<file path="src/rtl/smap_pkg.sv">
package smap_pkg;

  localparam logic [27:0] HDR_SIG = 28'hE445341;
  localparam logic [15:0] ENC_SIG = 16'hEEEE;
  localparam logic [15:0] DAT_SIG = 16'hDDDD;
  localparam logic [15:0] PHANTOM = 16'hFFFF;

  // Order of map reads in one walk
  typedef enum logic [3:0] {
    PH_SIG, PH_RSZ, PH_STAB, PH_SENC, PH_SDAT, PH_SCNT, PH_EHDR,
    PH_FOFF, PH_EOFF, PH_FINFO, PH_EMAP, PH_DHDR, PH_TAG, PH_RMASK
  } phase_e;

  // Values gathered during the walk
  typedef struct packed {
    logic [31:0] stab;
    logic [31:0] enc;
    logic [31:0] dat;
    logic [31:0] foff;
    logic [31:0] eoff;
    logic [15:0] mcnt;
    logic [15:0] mapb;
    logic [15:0] tidx;
    logic [7:0]  tsize;
    logic [7:0]  msize;
    logic [7:0]  tag;
    logic [11:0] midx;
    logic [19:0] fdoff;
  } ctx_t;

  function automatic logic [31:0] take_bits(input logic [31:0] w,
                                            input logic [4:0]  sh,
                                            input logic [7:0]  nb);
    logic [31:0] m;
    m = (nb >= 8'd32) ? 32'hFFFF_FFFF : ((32'd1 << nb) - 32'd1);
    return (w >> sh) & m;
  endfunction

endpackage

</file>
<file path="src/rtl/smap_rd_master.sv">
module smap_rd_master #(
  parameter int          ADDR_W     = 32,
  parameter logic [31:0] START_ADDR = 32'h0
) (
  input  logic              clk,
  input  logic              rst_n,
  input  logic              start,
  input  logic [31:0]       word_idx,
  output logic              done,
  output logic [31:0]       data,
  output logic [ADDR_W-1:0] mem_addr,
  output logic              mem_read,
  input  logic              mem_waitreq,
  input  logic [31:0]       mem_rdata,
  input  logic              mem_rvalid
);

  typedef enum logic [1:0] {RM_IDLE, RM_REQ, RM_WAIT} rm_e;
  rm_e               st_q;
  logic [ADDR_W-1:0] addr_q;

  always_ff @(posedge clk or negedge rst_n) begin
    if (!rst_n) begin
      st_q   <= RM_IDLE;
      addr_q <= '0;
    end else begin
      case (st_q)
        RM_IDLE: if (start) begin
          addr_q <= ADDR_W'((word_idx << 2) + START_ADDR);
          st_q   <= RM_REQ;
        end
        RM_REQ:  if (!mem_waitreq) st_q <= RM_WAIT;
        RM_WAIT: if (mem_rvalid) st_q <= RM_IDLE;
        default: st_q <= RM_IDLE;
      endcase
    end
  end

  assign mem_addr = addr_q;
  assign mem_read = (st_q == RM_REQ);
  assign done     = (st_q == RM_WAIT) && mem_rvalid;
  assign data     = mem_rdata;

endmodule

</file>
<file path="src/rtl/smap_addr_gen.sv">
module smap_addr_gen
  import smap_pkg::*;
#(
  parameter int SEC_W = 8,
  parameter int FRM_W = 12,
  parameter int BIT_W = 12
) (
  input  phase_e         phase,
  input  ctx_t           ctx,
  input  logic [SEC_W-1:0] sector,
  input  logic [FRM_W-1:0] frame,
  input  logic [BIT_W-1:0] bitpos,
  output logic [31:0]    word_idx,
  output logic [4:0]     bit_sh,
  output logic           half_hi
);

  logic [31:0] l_words, tag_bits, rm_bits, ebyte;

  always_comb begin
    l_words  = (32'(ctx.msize) * 32'(ctx.mcnt) + 32'd31) >> 5;
    tag_bits = 32'(ctx.tidx) * 32'(ctx.tsize);
    rm_bits  = (32'(ctx.tag) - 32'd1) * 32'(ctx.msize);
    ebyte    = ((ctx.enc + ctx.eoff) << 2) + 32'(ctx.midx) * 32'(ctx.mapb)
             + (32'(bitpos) << 1);
    word_idx = '0;
    bit_sh   = '0;
    half_hi  = ebyte[1];
    case (phase)
      PH_SIG:   word_idx = 32'd0;
      PH_RSZ:   word_idx = 32'd1;
      PH_STAB:  word_idx = 32'd2;
      PH_SENC:  word_idx = ctx.stab + 32'd3 * 32'(sector);
      PH_SDAT:  word_idx = ctx.stab + 32'd3 * 32'(sector) + 32'd1;
      PH_SCNT:  word_idx = ctx.stab + 32'd3 * 32'(sector) + 32'd2;
      PH_EHDR:  word_idx = ctx.enc;
      PH_FOFF:  word_idx = ctx.enc + 32'd1;
      PH_EOFF:  word_idx = ctx.enc + 32'd2;
      PH_FINFO: word_idx = ctx.enc + ctx.foff + 32'(frame);
      PH_EMAP:  word_idx = ebyte >> 2;
      PH_DHDR:  word_idx = ctx.dat;
      PH_TAG: begin
        word_idx = ctx.dat + l_words + 32'd1 + 32'(ctx.fdoff) * 32'(ctx.tsize)
                 + (tag_bits >> 5);
        bit_sh   = tag_bits[4:0];
      end
      PH_RMASK: begin
        word_idx = ctx.dat + 32'd1 + (rm_bits >> 5);
        bit_sh   = rm_bits[4:0];
      end
      default:  word_idx = 32'd0;
    endcase
  end

endmodule

</file>
<file path="src/rtl/smap_lookup.sv">
module smap_lookup
  import smap_pkg::*;
#(
  parameter int          SEC_W      = 8,
  parameter int          FRM_W      = 12,
  parameter int          BIT_W      = 12,
  parameter int          REG_W      = 32,
  parameter int          ADDR_W     = 32,
  parameter logic [31:0] START_ADDR = 32'h0
) (
  input  logic              clk,
  input  logic              rst_n,
  input  logic              msg_valid,
  output logic              msg_ready,
  input  logic [SEC_W-1:0]  msg_sector,
  input  logic [FRM_W-1:0]  msg_frame,
  input  logic [BIT_W-1:0]  msg_bitpos,
  input  logic              clear,
  output logic              busy,
  output logic              critical,
  output logic              noncritical,
  output logic [REG_W-1:0]  region_mask,
  output logic [SEC_W-1:0]  rep_sector,
  output logic [FRM_W-1:0]  rep_frame,
  output logic [BIT_W-1:0]  rep_bitpos,
  output logic              map_error,
  output logic [ADDR_W-1:0] mem_addr,
  output logic              mem_read,
  input  logic              mem_waitreq,
  input  logic [31:0]       mem_rdata,
  input  logic              mem_rvalid
);

  typedef enum logic [1:0] {ST_IDLE, ST_ISSUE, ST_WAIT} st_e;

  st_e              st_q;
  phase_e           phase_q;
  ctx_t             ctx_q;
  logic [SEC_W-1:0] cur_sec_q;
  logic [FRM_W-1:0] cur_frm_q;
  logic [BIT_W-1:0] cur_bit_q;
  logic             crit_q, nc_q, err_q;
  logic [REG_W-1:0] reg_q;

  logic        rd_start, rd_done, half_hi;
  logic [31:0] rd_data, word_idx, field;
  logic [4:0]  bit_sh;
  logic [15:0] half_w;

  smap_addr_gen #(.SEC_W(SEC_W), .FRM_W(FRM_W), .BIT_W(BIT_W)) agen_i (
    .phase(phase_q), .ctx(ctx_q), .sector(cur_sec_q), .frame(cur_frm_q),
    .bitpos(cur_bit_q), .word_idx(word_idx), .bit_sh(bit_sh), .half_hi(half_hi)
  );

  smap_rd_master #(.ADDR_W(ADDR_W), .START_ADDR(START_ADDR)) rdm_i (
    .clk(clk), .rst_n(rst_n), .start(rd_start), .word_idx(word_idx),
    .done(rd_done), .data(rd_data), .mem_addr(mem_addr), .mem_read(mem_read),
    .mem_waitreq(mem_waitreq), .mem_rdata(mem_rdata), .mem_rvalid(mem_rvalid)
  );

  assign rd_start = (st_q == ST_ISSUE);
  assign half_w   = half_hi ? rd_data[31:16] : rd_data[15:0];
  assign field    = take_bits(rd_data, bit_sh,
                              (phase_q == PH_TAG) ? ctx_q.tsize : ctx_q.msize);

  always_ff @(posedge clk or negedge rst_n) begin
    if (!rst_n) begin
      st_q      <= ST_IDLE;
      phase_q   <= PH_SIG;
      ctx_q     <= '0;
      cur_sec_q <= '0;
      cur_frm_q <= '0;
      cur_bit_q <= '0;
      crit_q    <= 1'b0;
      nc_q      <= 1'b0;
      err_q     <= 1'b0;
      reg_q     <= '0;
      rep_sector <= '0;
      rep_frame  <= '0;
      rep_bitpos <= '0;
    end else begin
      if (clear) begin
        crit_q     <= 1'b0;
        nc_q       <= 1'b0;
        err_q      <= 1'b0;
        reg_q      <= '0;
        rep_sector <= '0;
        rep_frame  <= '0;
        rep_bitpos <= '0;
      end
      case (st_q)
        ST_IDLE: if (msg_valid) begin
          cur_sec_q  <= msg_sector;
          cur_frm_q  <= msg_frame;
          cur_bit_q  <= msg_bitpos;
          rep_sector <= msg_sector;
          rep_frame  <= msg_frame;
          rep_bitpos <= msg_bitpos;
          crit_q     <= 1'b0;
          nc_q       <= 1'b0;
          reg_q      <= '0;
          phase_q    <= PH_SIG;
          st_q       <= ST_ISSUE;
        end
        ST_ISSUE: st_q <= ST_WAIT;
        ST_WAIT: if (rd_done) begin
          st_q <= ST_ISSUE;
          case (phase_q)
            PH_SIG: begin
              if (rd_data[27:0] != HDR_SIG) begin
                err_q <= 1'b1;
                st_q  <= ST_IDLE;
              end else phase_q <= PH_RSZ;
            end
            PH_RSZ:  begin ctx_q.msize <= rd_data[7:0]; phase_q <= PH_STAB; end
            PH_STAB: begin ctx_q.stab  <= rd_data;      phase_q <= PH_SENC; end
            PH_SENC: begin ctx_q.enc   <= rd_data;      phase_q <= PH_SDAT; end
            PH_SDAT: begin ctx_q.dat   <= rd_data;      phase_q <= PH_SCNT; end
            PH_SCNT: begin
              ctx_q.mcnt  <= rd_data[23:8];
              ctx_q.tsize <= rd_data[7:0];
              if (rd_data[23:8] == 16'd0) begin
                nc_q <= 1'b1;
                st_q <= ST_IDLE;
              end else phase_q <= PH_EHDR;
            end
            PH_EHDR: begin
              if (rd_data[31:16] != ENC_SIG) begin
                err_q <= 1'b1;
                st_q  <= ST_IDLE;
              end else begin
                ctx_q.mapb <= rd_data[15:0];
                phase_q    <= PH_FOFF;
              end
            end
            PH_FOFF: begin ctx_q.foff <= rd_data; phase_q <= PH_EOFF; end
            PH_EOFF: begin ctx_q.eoff <= rd_data; phase_q <= PH_FINFO; end
            PH_FINFO: begin
              ctx_q.midx  <= rd_data[31:20];
              ctx_q.fdoff <= rd_data[19:0];
              phase_q     <= PH_EMAP;
            end
            PH_EMAP: begin
              ctx_q.tidx <= half_w;
              if (half_w == PHANTOM) begin
                nc_q <= 1'b1;
                st_q <= ST_IDLE;
              end else phase_q <= PH_DHDR;
            end
            PH_DHDR: begin
              if (rd_data[31:16] != DAT_SIG) begin
                err_q <= 1'b1;
                st_q  <= ST_IDLE;
              end else phase_q <= PH_TAG;
            end
            PH_TAG: begin
              ctx_q.tag <= field[7:0];
              if (field[7:0] == 8'd0) begin
                nc_q <= 1'b1;
                st_q <= ST_IDLE;
              end else phase_q <= PH_RMASK;
            end
            PH_RMASK: begin
              reg_q  <= REG_W'(field);
              crit_q <= 1'b1;
              st_q   <= ST_IDLE;
            end
            default: st_q <= ST_IDLE;
          endcase
        end
        default: st_q <= ST_IDLE;
      endcase
    end
  end

  assign busy        = (st_q != ST_IDLE);
  assign msg_ready   = (st_q == ST_IDLE);
  assign critical    = crit_q;
  assign noncritical = nc_q;
  assign region_mask = reg_q;
  assign map_error   = err_q;

endmodule

</file>
<file path="config.mk">
export PLATFORM = sky130hd
export DESIGN_NAME = smap_lookup
export DESIGN_NICKNAME = d
export VERILOG_FILES = /design/src/rtl/smap_pkg.sv /design/src/rtl/smap_rd_master.sv /design/src/rtl/smap_addr_gen.sv /design/src/rtl/smap_lookup.sv
export SDC_FILE = /design/constraint.sdc
export NUM_CORES = 2
export LEC_CHECK = 0
export ABC_AREA = 1
export BUFFER_PORTS_ARGS = -buffer_cell sky130_fd_sc_hd__clkbuf_2
export CAP_MARGIN = 0
export CORE_AREA = 3 3 336 338
export DETAILED_ROUTE_END_ITERATION = 6
export DIE_AREA = 0 0 339 341
export GPL_ROUTABILITY_DRIVEN = 0
export PLACE_DENSITY = 0.66
export SLEW_MARGIN = 15
export SYNTH_ARGS = -nofsm -noshare
export SYNTH_HDL_FRONTEND = slang
export SYNTH_SLANG_ARGS = --single-unit
</file>
<file path="constraint.sdc">
create_clock -name clk -period 9.01 [get_ports clk]
set_input_delay 0.4505 -clock clk [delete_from_list [all_inputs] [get_ports clk]]
set_output_delay 0.4505 -clock clk [all_outputs]
set_load 0.01 [all_outputs]
</file>
# ---- After elaboration in Yosys (flattened, before gate mapping)
# Index checks and enable logic that the tools add are counted.
dict set report op_classes {
  n_addsub 19
  multipliers 6
  order_cmp 1
  eq_ne 33
  n_shift 2
  muxes 63
  n_bitwise 2
  n_reduce_logical 25
}
# cell count
set op_table {}
lappend op_table {{30-bit case mux with 13 select lines} 1}
lappend op_table {{32-bit 2-to-1 mux} 5}
lappend op_table {{30-bit by 1-bit adder with 30-bit output, second input constant} 4}
lappend op_table {{12-bit 2-to-1 mux} 6}
lappend op_table {{32-bit case mux with 2 select lines} 1}
lappend op_table {{30-bit by 2-bit adder with 30-bit output, second input constant} 2}
lappend op_table {{30-bit adder} 2}
lappend op_table {{4-bit case mux with 13 select lines} 1}
lappend op_table {{3-bit AND reduction} 11}
lappend op_table {{32-bit by 13-bit adder with 32-bit output} 1}
lappend op_table {{32-bit by 28-bit adder with 32-bit output} 1}
lappend op_table {{32-bit bitwise AND} 1}
lappend op_table {{32-bit by 8-bit multiplier with 32-bit output} 1}
lappend op_table {{4-bit 2-to-1 mux} 8}
lappend op_table {{8-bit 2-to-1 mux} 4}
lappend op_table {{16-bit != test, second input constant} 2}
lappend op_table {{1-bit by 8-bit << shifter with 32-bit output, first input constant} 1}
lappend op_table {{32-bit by 5-bit >> shifter with 32-bit output} 1}
lappend op_table {{32-bit by 1-bit subtractor with 32-bit output, second input constant} 1}
lappend op_table {{30-bit by 10-bit adder with 30-bit output} 1}
lappend op_table {{30-bit by 12-bit adder with 30-bit output} 1}
lappend op_table {{30-bit by 19-bit adder with 30-bit output} 1}
lappend op_table {{30-bit by 20-bit adder with 30-bit output} 1}
lappend op_table {{30-bit by 27-bit adder with 30-bit output} 1}
lappend op_table {{other kinds (40)} 92}
dict set report totals {
  ff_bits 391
  input_bits 70
  output_inout_bits 102
  word_cells 178
}

# ---- Depth between registers and ports, before layout
dict set report logic_depth {
  word_depth 11
  ltp_mapped 46
  mapped_depth_nobuf 45
}

# ---- By module
# Synthesis repeated with hierarchy kept, for this count alone.
dict set report unflattened {
  hier_cells 8019
  hier_area_um2 56540.5
}
# module n_inst cells_per_inst area_per_inst_um2 seq_area_each_um2
set modules_own_cells {}
lappend modules_own_cells {smap_addr_gen 1 5708 37853.8 0.0}
lappend modules_own_cells {smap_lookup 1 2134 17127.7 9233.9}
lappend modules_own_cells {smap_rd_master 1 177 1559.0 800.8}

# ---- Worst setup path after synthesis
# OpenSTA, ideal clock, no wires.
dict set report synth_timing {
  kind {reg-to-reg}
  startpoint {register ctx_q[50] (netlist bit)}
  endpoint {register rdm_i.addr_q[26] (netlist: rdm_i.mem_addr[26])}
  setup_ps 117
  t_arrival_ps 8136
  required_ps 8893
  path_slack_ps 757
  path_stages_with_launch 43
  path_buffers 2
  synth_period_minus_slack_ps 8253
  cell_sequence {dfrtp_1 -> clkbuf_1 -> clkbuf_1 -> nand2_1 -> fa_1 -> fa_1 -> inv_1 -> fa_1 -> inv_1 -> fa_1 -> inv_1 -> ha_1 -> inv_1 -> nor3_1 -> a21oi_1 -> o21ai_0 -> a21boi_0 -> o21bai_1 -> (+7 left out) -> fa_1 -> inv_1 -> ha_1 -> a21oi_1 -> o21ai_0 -> inv_1 -> nor2_1 -> nor2_1 -> nand3_1 -> nand3_1 -> nand2_1 -> or2_2 -> nand3_1 -> nand3_1 -> nor2_1 -> nand3_1 -> nand2_1 -> nand2_1}
}
dict set report synth_between {
  elab_chain_len 4
  elab_cells_between_ends 5
  classes_between {2 x add/sub; 2 x mul; 1 x mux}
}
# element line
set synth_lines {}
lappend synth_lines {{start: declaration} smap_lookup.sv:38} ;# ctx_t ctx_q;
lappend synth_lines {{20-bit by 8-bit multiplier with 28-bit output} smap_addr_gen.sv:43} ;# word_idx = ctx.dat + l_words + 32'd1 + 32'(ctx.fdoff) * 32'(ctx.tsize)
lappend synth_lines {{30-bit by 28-bit adder with 30-bit output} smap_addr_gen.sv:43}
lappend synth_lines {{30-bit by 19-bit adder with 30-bit output *} smap_addr_gen.sv:44} ;# + (tag_bits >> 5);
lappend synth_lines {{30-bit case mux with 13 select lines *} smap_addr_gen.sv:29} ;# case (phase)
lappend synth_lines {{end signal: assignment} smap_rd_master.sv:29} ;# addr_q <= ADDR_W'((word_idx << 2) + START_ADDR);
lappend synth_lines {{end: declaration} smap_rd_master.sv:20} ;# logic [ADDR_W-1:0] addr_q;
# Every way passes the cells marked *; elsewhere a longest branch is shown, timed or not.
# A chain may end at the register's enable or synchronous reset.

# ---- Worst setup path after layout
dict set report layout_timing {
  startpoint {register ctx_q[40] (netlist bit)}
  endpoint {register rdm_i.addr_q[9] (netlist: rdm_i.mem_addr[9])}
}
dict set report layout_between {
  elab_chain_len 7
  elab_cells_between_ends 9
  classes_between {6 x add/sub; 2 x mul; 1 x mux}
}
# element line
set layout_lines {}
lappend layout_lines {{8-bit by 16-bit multiplier with 24-bit output} smap_addr_gen.sv:21} ;# l_words = (32'(ctx.msize) * 32'(ctx.mcnt) + 32'd31) >> 5;
lappend layout_lines {{24-bit by 5-bit adder with 25-bit output} smap_addr_gen.sv:21}
lappend layout_lines {{30-bit by 20-bit adder with 30-bit output} smap_addr_gen.sv:43}
lappend layout_lines {{30-bit by 1-bit adder with 30-bit output} smap_addr_gen.sv:43}
lappend layout_lines {{30-bit by 28-bit adder with 30-bit output} smap_addr_gen.sv:43}
lappend layout_lines {{30-bit by 19-bit adder with 30-bit output} smap_addr_gen.sv:44}
lappend layout_lines {{30-bit case mux with 13 select lines *} smap_addr_gen.sv:29}
# Marked as above.

==> qor.csv <==
metric,value,unit
xor/xnor share of the synthesized area,1.85,%
vias per cell,5.75,
synthesized instance count,7724,
vias in the first global route,51100,
post-synthesis compound-gate area fraction,10.7,%
vias,53300,
setup violators final,0,
sequential area share after synthesis,17.8,%
"Avg Cell Area, Syn",7.11,um^2
hold_ws,13.3,ps
final worst-path cycle share,96.4,%
die area,0.116,mm^2
Final min period,8690,ps
DRT Wirelength,204000,um
synth-to-layout area growth,7.76,%
initial antenna violation count,17,
iteration-0 DRC count of the detailed router,6879,
Buffers on Ports,169,
clock-pin transition on the worst setup and hold timing paths,60,ps
mux cell area share after synthesis,0.287,%
final hold vios,0,
die extent in y,341,um
most frequent CP cell,fa_1,
Main synth FF type,dfrtp_1,
Die Wd,339,um
row cnt,122,
share of layout cells above drive strength 1,6.42,%
WL/cell,22.0,um
CP Capture Type,flop,
Worst Setup Start Kind,flop,
Starting Density,49.7,%
largest net degree at the start of global routing,148,
Post-Place Cells,9163,
clock latency on the worst-skew pair,680,ps
gr ovfl total,0,
crit path max fanout,6,
CTS tree,built,
fin nets,8816,
Slowest cell on crit path,nor4_1,
Yosys reg bits,391,
Hold Path Class,in -> reg,
GRT Overall Usage,34.9,%
DR pass1 iterations,6,
Synth Area in Adders,31.3,%
CTS sink cnt,391,
Fin Setup TNS,0,ps
Non-Filler Instances,9275,
Finished Core Util,53.6,%
worst slew pin tran,1170,ps
clk_skew,68.6,ps
first-pass GRT wire length,309000,um
Max Slew Vio Count,0,
Max IR drop VDD,0.200,mV
simple logic cell fraction of the synthesized area,26.0,%
drt drc,0,
Synth async-reset ratio,100,%
"Cell Area, Synth",0.0549,mm^2
IO Count,172,
CTS Buf Count,48,
leakage power total,31.9,nW
Fill cells,10800,
fmax,115,MHz
Setup Crit Path Kind,reg -> reg,
CP required,9570,ps
clock buffer depth,3,
Slowest Stage Delay on Critical Path,620,ps
pwr dens,169,mW/mm^2
number of synthesized flops with an enable pin,0,
largest family of logic cells by synthesized area,adder cells,
Slew headroom,21.9,%
Max-cap violations,0,
synth warn,0,
detailed placer's ending HPWL,161000,um
remaining antenna violation count,0,
CTS root buf,clkbuf_16,
"Distinct cells, synth",73,
status,finished clean,
H-tree Lvls,2,
Worst EP arrival,9240,ps
core box area,0.110,mm^2
cell families (layout without fill, tap and decap cells):
group	count (synthesis)	count (layout)
fa+ha+maj	1008	1008
flops	391	391
simple gates	3404	3404
compound gates	1056	1056
xor+xnor	116	116
buf+inv	1734	1786
other cells	1	12
mux	14	14
final timing paths:
path	startpoint	end	slack, ps	depth (start not counted)
max	ctx_q[40]$_DFFE_PN0P_	rdm_i.mem_addr[9]$_DFFE_PN0P_	320	31
min	msg_frame[10]	rep_frame[10]$_DFF_PN0_	10	3
max reg2reg	ctx_q[40]$_DFFE_PN0P_	rdm_i.mem_addr[9]$_DFFE_PN0P_	320	31
min reg2reg	rep_bitpos[2]$_DFF_PN0_	rep_bitpos[2]$_DFF_PN0_	470	2
max in group asynchronous	rst_n	ctx_q[59]$_DFFE_PN0P_	7030	3
min in group asynchronous	rst_n	cur_sec_q[7]$_DFFE_PN0P_	390	2
power breakdown:
group	total [mW]	switching, mW	leakage, nW	internal (mW)
Combinational	5.58	3.89	25.7	1.69
Sequential	2.15	0.217	5.35	1.93
Clock	2.26	0.926	0.848	1.33
Total	9.99	5.03	31.9	4.96
cells in the mapped netlist (all sizes together), types with 20 or more instances:
library cell / count / area share (%)
nand2: 2141 / 15
inv: 1407 / 9.6
fa: 609 / 22
nand3: 561 / 5.1
o21ai: 543 / 5.0
nor2: 452 / 3.3
ha: 399 / 9.1
dfrtp: 391 / 18
a21oi: 312 / 2.9
clkbuf: 256 / 1.8
nand4: 101 / 1.2
xor2: 74 / 1.2
nor3: 63 / 0.62
buf: 60 / 0.57
xnor2: 42 / 0.67
or2: 38 / 0.43
o211ai: 26 / 0.36
o21bai: 26 / 0.36
nor4: 25 / 0.28
a21o: 21 / 0.29
a31oi: 20 / 0.23
timing repair:
item	CTS	global route
buffers inserted	0	0
gates resized for setup	0	29
setup endpoints to repair	0	22
hold buffers	13	0
endpoints found under the hold margin	120	0
critical path, delay by kind of cell, from the launching register on:
| family | cells | cell delay (ps) |
|---|---|---|
| AOI/OAI and AO/OA | 9 | 2050 |
| xor gates and xnor gates | 2 | 600 |
| adders and majority gates | 9 | 3980 |
| buffers and inverters | 5 | 260 |
| DFF | 1 | 460 |
| and+or+nand+nor | 6 | 1240 |
metrics by stage:
| step | instance area, um^2 | setup WS (ps) | power, mW |
|---|---|---|---|
| global route | 59100 | -7.70 | 10.6 |
| floorplan | 54900 | 757 | 5.80 |
| finish | 59200 | 324 | 9.99 |
| detailed placement | 57100 | 161 | 7.54 |
| CTS | 59100 | 191 | 9.83 |
| global placement | 57100 | 281 | 7.47 |
placed cells by master (no fill, tap or decap), types with 16 or more instances in the layout:
master,instances
a21oi_1,307
buf_4,94
a21o_1,21
ha_1,398
fa_1,609
a21boi_0,16
dfrtp_1,383
inv_1,1390
a31oi_1,19
nand2_1,2130
nor4_1,21
o21bai_1,24
nand3_1,557
nand4_1,98
xor2_1,74
clkbuf_2,168
xnor2_1,41
o21ai_1,21
nor3_1,57
or2_2,36
o21ai_0,516
nor2_1,426
clkbuf_16,48
o211ai_1,26
cell type report:
| class | count | area [um^2] | share of cell area, % |
|---|---|---|---|
| Multi-Input combinational cell | 5600 | 38600 | 65.3 |
| Sequential cell | 391 | 9790 | 16.6 |
| Inverter | 1418 | 5330 | 9.01 |
| Tap cell | 1488 | 1860 | 3.15 |
| Timing Repair Buffer | 279 | 1740 | 2.95 |
| Clock buffer | 59 | 1260 | 2.13 |
| Clock inverter | 30 | 532 | 0.899 |
| Antenna cell | 10 | 25.0 | 0.0423 |
state kept, by name, indices dropped and copies added, names as in the netlist:
register,count
rep_bitpos,12
rep_sector,8
map_error,1
critical,1
cur_sec_q,8
rdm_i.st_q,2
phase_q,4
region_mask,32
rep_frame,12
rdm_i.mem_addr,30
cur_bit_q,12
cur_frm_q,12
ctx_q,254
st_q,2
noncritical,1
per-layer routing:
| metal | vias up | routed length (um) | GRT usage (%) |
|---|---|---|---|
| met5 | - | 65 | 0 |
| met2 | 2930 | 84700 | 51.7 |
| met1 | 25500 | 79400 | 46.0 |
| met3 | 692 | 23500 | 8.40 |
| met4 | 8 | 16100 | 22.0 |
| li1 | 24200 | - | - |
Power figures use the tool's default switching activity.
